### config.mk
export PLATFORM = sky130hd
export DESIGN_NAME = kbc_obuf_arbiter
export DESIGN_NICKNAME = d
export VERILOG_FILES = /design/src/rtl/kbc_obuf_pkg.sv /design/src/rtl/kbc_byte_fifo.sv /design/src/rtl/kbc_src_select.sv /design/src/rtl/kbc_obuf_arbiter.sv
export SDC_FILE = /design/constraint.sdc
export NUM_CORES = 1
export LEC_CHECK = 0
export CELL_PAD_IN_SITES_DETAIL_PLACEMENT = 1
export CELL_PAD_IN_SITES_GLOBAL_PLACEMENT = 1
export CORE_MARGIN = 1.5
export CORE_UTILIZATION = 47
export DETAILED_ROUTE_END_ITERATION = 8
export PLACE_DENSITY_LB_ADDON = 0.1
export SETUP_SLACK_MARGIN = 0.15
export SYNTH_ARGS = -nofsm -noshare
export SYNTH_HDL_FRONTEND = slang
export SYNTH_SLANG_ARGS = --single-unit
### constraint.sdc
create_clock -name clk -period 2.72 [get_ports clk]
set_input_delay 0.408 -clock clk [delete_from_list [all_inputs] [get_ports clk]]
set_output_delay 0.408 -clock clk [all_outputs]
set_load 0.02 [all_outputs]
### src/rtl/kbc_obuf_pkg.sv
package kbc_obuf_pkg;
  localparam int unsigned BYTE_W = 8;
  localparam int unsigned N_CH   = 2;
  localparam int unsigned CH_KBD = 0;
  localparam int unsigned CH_AUX = 1;

  typedef enum logic [1:0] {
    SRC_NONE = 2'd0,
    SRC_KBD  = 2'd1,
    SRC_AUX  = 2'd2
  } src_e;
endpackage

### src/rtl/kbc_byte_fifo.sv
module kbc_byte_fifo #(
  parameter int unsigned DEPTH = 16,
  parameter int unsigned W     = 8
) (
  input  logic         clk,
  input  logic         rst_n,
  input  logic         push_valid,
  input  logic [W-1:0] push_data,
  output logic         push_ready,
  input  logic         pop,
  output logic [W-1:0] head,
  output logic         empty,
  output logic         overflow
);
  localparam int unsigned AW = (DEPTH > 1) ? $clog2(DEPTH) : 1;
  localparam int unsigned CW = $clog2(DEPTH + 1);
  localparam logic [AW-1:0] LAST = AW'(DEPTH - 1);
  localparam logic [CW-1:0] FULL = CW'(DEPTH);

  logic [W-1:0]  mem [DEPTH];
  logic [AW-1:0] wr_ptr, rd_ptr;
  logic [CW-1:0] count;
  logic          full, do_push, do_pop;

  assign full       = (count == FULL);
  assign empty      = (count == '0);
  assign push_ready = !full;
  assign do_push    = push_valid && !full;
  assign do_pop     = pop && !empty;
  assign head       = mem[rd_ptr];

  always_ff @(posedge clk) begin
    if (do_push) mem[wr_ptr] <= push_data;
  end

  always_ff @(posedge clk or negedge rst_n) begin
    if (!rst_n) begin
      wr_ptr   <= '0;
      rd_ptr   <= '0;
      count    <= '0;
      overflow <= 1'b0;
    end else begin
      if (do_push) wr_ptr <= (wr_ptr == LAST) ? '0 : wr_ptr + 1'b1;
      if (do_pop)  rd_ptr <= (rd_ptr == LAST) ? '0 : rd_ptr + 1'b1;
      case ({do_push, do_pop})
        2'b10:   count <= count + 1'b1;
        2'b01:   count <= count - 1'b1;
        default: count <= count;
      endcase
      if (push_valid && full) overflow <= 1'b1;
    end
  end
endmodule

### src/rtl/kbc_src_select.sv
module kbc_src_select
  import kbc_obuf_pkg::*;
(
  input  logic kbd_has,
  input  logic aux_has,
  input  logic kbd_irq_en,
  input  logic aux_irq_en,
  input  logic kbd_off,
  output src_e src,
  output logic any_full,
  output logic aux_only,
  output logic irq_kbd,
  output logic irq_aux
);
  always_comb begin
    src      = SRC_NONE;
    any_full = 1'b0;
    aux_only = 1'b0;
    irq_kbd  = 1'b0;
    irq_aux  = 1'b0;
    if (kbd_has) begin
      src      = SRC_KBD;
      any_full = 1'b1;
      irq_kbd  = kbd_irq_en && !kbd_off;
    end else if (aux_has) begin
      src      = SRC_AUX;
      any_full = 1'b1;
      aux_only = 1'b1;
      irq_aux  = aux_irq_en;
    end
  end
endmodule

### src/rtl/kbc_obuf_arbiter.sv
module kbc_obuf_arbiter
  import kbc_obuf_pkg::*;
#(
  parameter int unsigned DEPTH = 16
) (
  input  logic              clk,
  input  logic              rst_n,
  input  logic              kbd_push_valid,
  input  logic [BYTE_W-1:0] kbd_push_data,
  output logic              kbd_push_ready,
  input  logic              aux_push_valid,
  input  logic [BYTE_W-1:0] aux_push_data,
  output logic              aux_push_ready,
  input  logic              mode_kbd_irq_en,
  input  logic              mode_aux_irq_en,
  input  logic              mode_kbd_off,
  input  logic              host_rd,
  output logic [BYTE_W-1:0] host_data,
  output logic              stat_obf,
  output logic              stat_aux_obf,
  output logic              port_obf,
  output logic              port_aux_obf,
  output logic              irq_kbd,
  output logic              irq_aux,
  output logic              kbd_ovf,
  output logic              aux_ovf
);
  logic [N_CH-1:0]   ch_valid, ch_ready, ch_pop, ch_empty, ch_ovf;
  logic [BYTE_W-1:0] ch_data [N_CH];
  logic [BYTE_W-1:0] ch_head [N_CH];
  src_e              src;
  logic              any_full, aux_only;
  logic [BYTE_W-1:0] data_q;

  assign ch_valid[CH_KBD] = kbd_push_valid;
  assign ch_valid[CH_AUX] = aux_push_valid;
  assign ch_data[CH_KBD]  = kbd_push_data;
  assign ch_data[CH_AUX]  = aux_push_data;
  assign ch_pop[CH_KBD]   = host_rd && (src == SRC_KBD);
  assign ch_pop[CH_AUX]   = host_rd && (src == SRC_AUX);

  for (genvar c = 0; c < N_CH; c++) begin : g_ch
    kbc_byte_fifo #(.DEPTH(DEPTH), .W(BYTE_W)) u_fifo (
      .clk        (clk),
      .rst_n      (rst_n),
      .push_valid (ch_valid[c]),
      .push_data  (ch_data[c]),
      .push_ready (ch_ready[c]),
      .pop        (ch_pop[c]),
      .head       (ch_head[c]),
      .empty      (ch_empty[c]),
      .overflow   (ch_ovf[c])
    );
  end

  kbc_src_select u_sel (
    .kbd_has    (!ch_empty[CH_KBD]),
    .aux_has    (!ch_empty[CH_AUX]),
    .kbd_irq_en (mode_kbd_irq_en),
    .aux_irq_en (mode_aux_irq_en),
    .kbd_off    (mode_kbd_off),
    .src        (src),
    .any_full   (any_full),
    .aux_only   (aux_only),
    .irq_kbd    (irq_kbd),
    .irq_aux    (irq_aux)
  );

  always_ff @(posedge clk or negedge rst_n) begin
    if (!rst_n) begin
      data_q <= '0;
    end else if (host_rd) begin
      case (src)
        SRC_KBD: data_q <= ch_head[CH_KBD];
        SRC_AUX: data_q <= ch_head[CH_AUX];
        default: data_q <= data_q;
      endcase
    end
  end

  assign host_data      = data_q;
  assign kbd_push_ready = ch_ready[CH_KBD];
  assign aux_push_ready = ch_ready[CH_AUX];
  assign kbd_ovf        = ch_ovf[CH_KBD];
  assign aux_ovf        = ch_ovf[CH_AUX];
  assign stat_obf       = any_full;
  assign stat_aux_obf   = aux_only;
  assign port_obf       = any_full;
  assign port_aux_obf   = aux_only;
endmodule

==> metrics, run 1 <==
DR pass1 iterations=5; largest fanout on the critical path=4; die width=163 um; leakage dissipation=4.96 nW; number of distinct standard cells referenced by the synthesized netlist=52; Register-to-Register Path Depth=11; Routed WL per cell=23.6 um; global-route congestion overflow total=0; number of routed nets with antenna violations=0; final max-slew violation count=0; syn nets=750; data required time of the worst path=3.15 ns; via count of the first global-routing pass=7,098; Finished Core Util=56.6%; number of sinks driven by the clock tree=292; power density cells=1030 nW/um2; Post-DP Area=13,100 um2; final count of negative-setup-slack endpoints=0; status=complete, no violations; combined area of the multi-input logic cells=3190 um2; largest net degree at the start of global routing=37; footprint of the flip-flops and latches=8590 um2; count of flip-flops with a built-in enable after synthesis=256; fraction of the yosys area taken by sequential cells=71.8%; clock insertion delay at the later pin of the skew report=0.55 ns; RD Place Congestion=0.763; async set-reset flop share out of synthesis=12.3%; kind of critical path=flip-flop to flip-flop; non-filler instance count after layout=1,162; minimum setup slack after placement=-0.0384 ns; number of remaining DRC errors=0; highest clock rate=0.380 GHz; portion of the clock cycle consumed by the worst path in the final layout=96.7%; CP bufs+invs=3; cell with the biggest individual delay on the critical path=sky130_fd_sc_hd__or4_4; slew at the pin closest to its max-slew limit=0.917 ns; Cells after Synth=706; number of H-tree branching levels=1; count of filler cells inserted in the layout=2,337; dominant cell type by area after synthesis=sky130_fd_sc_hd__edfxtp_1; endpoint arrival time on the critical path=3.06 ns; CTS tree=yes; die outline area=26,400 um2; Critical Path Max Stage Delay=0.57 ns; via count of the routed design=6,467; estimated wirelength of the detail-placed design=18,800 um; minimum setup slack in the final design=0.0909 ns; Reg-to-Reg End=g_ch[0].u_fifo.count[3]; cells traversed along the worst timing path=or4_4 -> buf_6 -> o21ai_4 -> inv_4 -> ha_4 -> buf_4 -> ha_1 -> a21o_1 -> a21oi_2 -> xor2_1 -> o21ai_1; Worst Hold Path EP=g_ch[0].u_fifo.overflow; worst hold path startpoint=g_ch[0].u_fifo.overflow; master cell of the clock root buffer=sky130_fd_sc_hd__clkbuf_16; overall power=14.6 mW; RSZ-0062 raised after global routing=yes; number of port buffers=41; share of the synthesized area in the top cell type=64.3%; final critical delay including setup and external delays=2.63 ns; number of placement rows=58; max-cap violations=0; Most used DFF post-synth=sky130_fd_sc_hd__edfxtp_1; syn_area_per_cell=16.9 um2; number of hold violations in the final report=0; TritonCTS buffer count=31; Core Region=25,100 um2; effective utilization at floorplan=47.6%; Register-to-Register Setup Slack=0.09 ns; worst voltage drop across the vdd grid=0.627 mV; antenna cells=0; final std cell area, no fill=14,200 um2; dpl cells=1,094; yosys synthesis warning count=0; area added between synthesis and finish=18.8%; antenna violations before repair=0; maximum buffer depth of the clock tree=3; startpoint type of the worst setup path=flip-flop; synthesis-stage register bit count=292; Starting DRT DRC Count=454; first-pass GRT wire length=42,200 um; Hold Path Class=flip-flop to flip-flop; clock skew after layout=0.0112 ns; worst relative slew slack=38.9%; io pins=42; total routed wirelength=27,500 um; post-layout net count=852; Worst path top cell family by delay=simple AND/OR/NAND/NOR gates; vias per std cell=5.57; fraction of final layout cells with drive strength greater than 1=23.0%; Mapped Area=12,000 um2; clock transition at the registers of the reported paths=0.06 ns; GRT Util Overall=21.5%; vertical extent of the die=163 um; startpoint of the worst register-to-register path=g_ch[0].u_fifo.count[0]; cell count of the worst hold path=1; Synth area leaders=sky130_fd_sc_hd__edfxtp_1 64%, sky130_fd_sc_hd__dfrtp_1 7.5%, sky130_fd_sc_hd__mux4_2 6.6%; endpoint kind of the worst setup timing path=flip-flop
==> synth_stat cells, drive strengths merged, types with 6 or more instances <==
master,instances
nor3,9
nor2b,7
inv,20
o21ai,17
nand3,14
edfxtp,256
a21o,7
a222oi,6
a211oi,9
nor2,31
buf,26
ha,18
mux4,35
xnor2,8
a31oi,9
mux2i,59
clkbuf,13
o22ai,12
a22oi,7
a21oi,20
dfrtp,36
nand2,42
mux2,7
==> final cells by class <==
class                      instances  share of cell area, %
clock buffer                      35                   5.56
clock inverter                    22                   1.63
inverter                          20                  0.563
multi-input combinational        355                   22.4
sequential                       292                   60.5
tap                              330                   2.91
timing repair buffer             108                   6.42
==> cells in the final DEF, fill, tap and decap left out, drive strengths merged, types with 8 or more instances in the layout <==
cell type / instances
nand2: 42
nor2: 31
a31oi: 9
a211oi: 9
clkinv: 15
nand3: 14
dfrtp: 36
o21ai: 17
nor3: 9
a21oi: 20
clkbuf: 39
mux2i: 59
mux4: 35
buf: 69
xnor2: 8
o22ai: 12
ha: 18
clkdlybuf4s50: 34
inv: 20
edfxtp: 256
==> sequential cells by signal, indices dropped and copies added (netlist names) <==
name / cells
g_ch.u_fifo.mem: 256
g_ch.u_fifo.wr_ptr: 8
host_data: 8
g_ch.u_fifo.rd_ptr: 8
g_ch.u_fifo.overflow: 2
g_ch.u_fifo.count: 10
==> logic make-up after synthesis <==
group | Yosys count | share of synthesized area [%]
adders and majority gates | 20 | 2.22
DFF | 292 | 71.8
muxes | 101 | 12.2
xor gates and xnor gates | 13 | 0.952
buffers and inverters | 59 | 2.32
and+or+nand+nor | 122 | 4.86
AOI/OAI and AO/OA | 99 | 5.65
==> power breakdown <==
| group | internal [mW] | switching, mW | total (mW) |
|---|---|---|---|
| Combinational | 2.01 | 2.30 | 4.30 |
| Sequential | 5.51 | 0.570 | 6.07 |
| Clock | 2.54 | 1.67 | 4.22 |
| Total | 10.1 | 4.54 | 14.6 |
==> layer usage <==
| metal | routed length [um] | GRT usage (%) | part of all wire [%] |
|---|---|---|---|
| met1 | 11200 | 26.5 | 41 |
| met2 | 14600 | 39.9 | 53 |
| met3 | 1130 | 3.23 | 4.1 |
| met4 | 573 | 5.09 | 2.1 |
| met5 | 0 | 0 | 0 |
==> through the flow <==
stage | setup TNS, ns | hold WS, ns
after detailed placement | -0.0384 | 0.460
after floorplan | 0 | 0.112
after global placement | 0 | 0.454
after global routing | -0.0146 | 0.504
after CTS | 0 | 0.468
final | 0 | 0.465
==> how the worst max path moves through the flow <==
stage                                  startpoint                       to  slack (ns)  depth (start not counted)
after floorplan           g_ch[0].u_fifo.count[0]  g_ch[0].u_fifo.count[4]        0.07                         11
after global placement    g_ch[0].u_fifo.count[0]  g_ch[1].u_fifo.count[4]        0.07                         12
after detailed placement  g_ch[0].u_fifo.count[2]  g_ch[1].u_fifo.count[4]       -0.04                         12
after CTS                 g_ch[0].u_fifo.count[0]  g_ch[0].u_fifo.count[4]        0.05                         11
after global routing      g_ch[1].u_fifo.count[2]  g_ch[1].u_fifo.count[4]       -0.01                         11
final                     g_ch[0].u_fifo.count[0]  g_ch[0].u_fifo.count[3]        0.09                         11
==> what timing repair did <==
| item | CTS | global route |
|---|---|---|
| cloned | 0 | 0 |
| endpoints found under the hold margin | 10 | 0 |
| gates resized for setup | 14 | 20 |
| buffers inserted | 6 | 4 |
| hold buffers | 1 | 0 |
| endpoints found under the setup margin | 8 | 11 |
| pin swaps | 6 | 4 |
==> worst reg2reg max path, cell delays in order, from the launching register on <==
cell and delay, ns:
sky130_fd_sc_hd__dfrtp_2 0.40, sky130_fd_sc_hd__or4_4 0.57, sky130_fd_sc_hd__buf_6 0.15, sky130_fd_sc_hd__o21ai_4 0.15, sky130_fd_sc_hd__inv_4 0.06, sky130_fd_sc_hd__ha_4 0.18, sky130_fd_sc_hd__buf_4 0.14, sky130_fd_sc_hd__ha_1 0.29
sky130_fd_sc_hd__a21o_1 0.20, sky130_fd_sc_hd__a21oi_2 0.15, sky130_fd_sc_hd__xor2_1 0.16, sky130_fd_sc_hd__o21ai_1 0.08
Power figures use the tool's default switching activity.
==> run 2, diff against run 1 <==
--- a/config.mk
+++ b/config.mk
@@ -5,6 +5,7 @@
 export SDC_FILE = /design/constraint.sdc
 export NUM_CORES = 1
 export LEC_CHECK = 0
+export ABC_CLOCK_PERIOD_IN_PS = 2720
 export CELL_PAD_IN_SITES_DETAIL_PLACEMENT = 1
 export CELL_PAD_IN_SITES_GLOBAL_PLACEMENT = 1
 export CORE_MARGIN = 1.5
==> results of run 2 <==
No change in the layout: final DEF, timing and power equal those of run 1.
==> run 3, diff against run 2 <==
--- a/config.mk
+++ b/config.mk
@@ -5,7 +5,6 @@
 export SDC_FILE = /design/constraint.sdc
 export NUM_CORES = 1
 export LEC_CHECK = 0
-export ABC_CLOCK_PERIOD_IN_PS = 2720
 export CELL_PAD_IN_SITES_DETAIL_PLACEMENT = 1
 export CELL_PAD_IN_SITES_GLOBAL_PLACEMENT = 1
 export CORE_MARGIN = 1.5
@@ -13,6 +12,7 @@
 export DETAILED_ROUTE_END_ITERATION = 8
 export PLACE_DENSITY_LB_ADDON = 0.1
 export SETUP_SLACK_MARGIN = 0.15
+export SKIP_CTS_REPAIR_TIMING = 1
 export SYNTH_ARGS = -nofsm -noshare
 export SYNTH_HDL_FRONTEND = slang
 export SYNTH_SLANG_ARGS = --single-unit
==> metrics, run 3 (same netlist as run 1, synthesis figures left out) <==
Clk network pwr share=28.9%; cells traversed along the worst timing path=or4_4 -> buf_4 -> o21ai_4 -> inv_4 -> ha_4 -> fa_2 -> a21o_1 -> a21oi_2 -> xor2_1 -> nor2_1 -> xor2_1; total routed wirelength=27,400 um; registers with the highest flip-flop counts=g_ch.u_fifo.mem (256), g_ch.u_fifo.count (10); final max-slew violation count=0; Seq pwr share=41.7%; vias per std cell=5.59; endpoint arrival time on the critical path=3.16 ns; antenna cells=0; vertical extent of the die=163 um; number of placement rows=58; master cell of the clock root buffer=sky130_fd_sc_hd__clkbuf_16; largest fanout on the critical path=5; number of remaining DRC errors=0; most common cell type on the critical path=sky130_fd_sc_hd__xor2_1; Routed WL per cell=23.7 um; max-cap violations=0; power density cells=1030 nW/um2; commonest non-fill, non-tap cells in the layout=256 x sky130_fd_sc_hd__edfxtp_1, 63 x sky130_fd_sc_hd__buf_4, 59 x sky130_fd_sc_hd__mux2i_1; die outline area=26,400 um2; final critical delay including setup and external delays=2.74 ns; Critical Path Max Stage Delay=0.55 ns; TritonCTS buffer count=31; number of routed nets with antenna violations=0; worst voltage drop across the vdd grid=0.628 mV; clock insertion delay at the later pin of the skew report=0.55 ns; Post-Route Hold Slack=-0.0188 ns; antenna violations before repair=0; area added between synthesis and finish=18.7%; data required time of the worst path=3.15 ns; minimum setup slack in the final design=-0.0176 ns; leading cell type in the layout, fill and taps excluded=sky130_fd_sc_hd__edfxtp_1; RSZ-0062 raised after global routing=yes; Core Region=25,100 um2; via count of the routed design=6,474; worst relative slew slack=39.6%; Int Pwr=10.0 mW; first-pass GRT wire length=42,200 um; Hold Path Class=primary input to async pin; final count of negative-setup-slack endpoints=1; Register-to-Register Path Depth=11; maximum buffer depth of the clock tree=3; startpoint of the worst register-to-register path=g_ch[0].u_fifo.count[2]; sw frac=31.1%; portion of the clock cycle consumed by the worst path in the final layout=101%; largest net degree at the start of global routing=37; status=finished, violations left; effective utilization at floorplan=47.6%; CTS tree=yes; endpoint kind of the worst setup timing path=flip-flop; estimated wirelength of the detail-placed design=18,800 um; clock transition at the registers of the reported paths=0.07 ns; Combinational Power Share=29.3%; global-route congestion overflow total=0; clock skew after layout=0.0110 ns; number of H-tree branching levels=1; Starting DRT DRC Count=442; failing checks=negative hold slack, negative setup slack; minimum setup slack after placement=-0.0384 ns; RD Place Congestion=0.763; Reg-to-Reg End=g_ch[0].u_fifo.count[4]; DR pass1 iterations=5; Net Switching=4.53 mW; startpoint type of the worst setup path=flip-flop; via count of the first global-routing pass=7,060; post-layout net count=849; leakage dissipation=4.99 nW; fraction of final layout cells with drive strength greater than 1=22.1%; kind of critical path=flip-flop to flip-flop; Register-to-Register Setup Slack=-0.02 ns; die width=163 um; cell with the biggest individual delay on the critical path=sky130_fd_sc_hd__or4_4; number of hold violations in the final report=19; slew at the pin closest to its max-slew limit=0.906 ns; register with the most flip-flops=g_ch.u_fifo.mem; number of sinks driven by the clock tree=292; number of port buffers=41; io pins=42; max reg flops=256; GRT Util Overall=21.5%; highest clock rate=0.365 GHz
## run 3: power by group through the flow
stage	logic, mW	clock network, mW	registers, mW
2_1_floorplan	2.89	0	5.93
3_3_place_gp	4.08	0	6.12
3_5_place_dp	4.24	0	6.17
4_1_cts	4.26	4.30	6.09
5_1_grt	4.65	4.44	6.15
6_report	4.27	4.22	6.08
## run 3: worst max-delay path, delay by kind of cell (launching register included)
| family | cells | cell delay (ns) |
|---|---|---|
| and+or+nand+nor | 2 | 0.63 |
| adders and majority gates | 2 | 0.58 |
| AOI/OAI and AO/OA | 3 | 0.47 |
| DFF | 1 | 0.40 |
| xor gates and xnor gates | 2 | 0.30 |
| buffers and inverters | 2 | 0.23 |
## run 3: per-layer routing
layer	part of all wire (%)	vias up	GRT usage [%]
met5	0	-	0
met1	41	3322	26.5
met3	4.1	51	3.23
met2	53	143	39.7
li1	-	2958	-
met4	2.2	0	5.09
## run 3: cell type report
type	instances	area (um2)
clock buffer	35	791
multi-input combinational	355	3180
sequential	292	8590
clock inverter	22	231
timing repair buffer	105	908
inverter	20	80.1
fill	2335	10900
tap	330	413
## run 3: stage by stage
step	TNS (ns)	total power, mW	std cells	area (um2)	utilization (%)
finish	-0.0176	14.6	1159	14200	56.5
CTS	-1.09	14.6	1151	14100	56.2
global placement	0	10.2	1094	13100	52.1
floorplan	0	8.81	706	12000	-
detailed placement	-0.0384	10.4	1094	13100	52.1
global route	-0.204	15.2	1159	14200	56.5
## run 3: worst max path at each step
stage	to	slack (ns)	depth (start not counted)	from
finish	g_ch[0].u_fifo.count[4]	-0.02	11	g_ch[0].u_fifo.count[2]
detailed placement	g_ch[1].u_fifo.count[4]	-0.04	12	g_ch[0].u_fifo.count[2]
floorplan	g_ch[0].u_fifo.count[4]	0.07	11	g_ch[0].u_fifo.count[0]
CTS	stat_aux_obf	-0.21	4	g_ch[0].u_fifo.count[2]
global route	g_ch[0].u_fifo.count[4]	-0.11	11	g_ch[0].u_fifo.count[0]
global placement	g_ch[1].u_fifo.count[4]	0.07	12	g_ch[0].u_fifo.count[0]
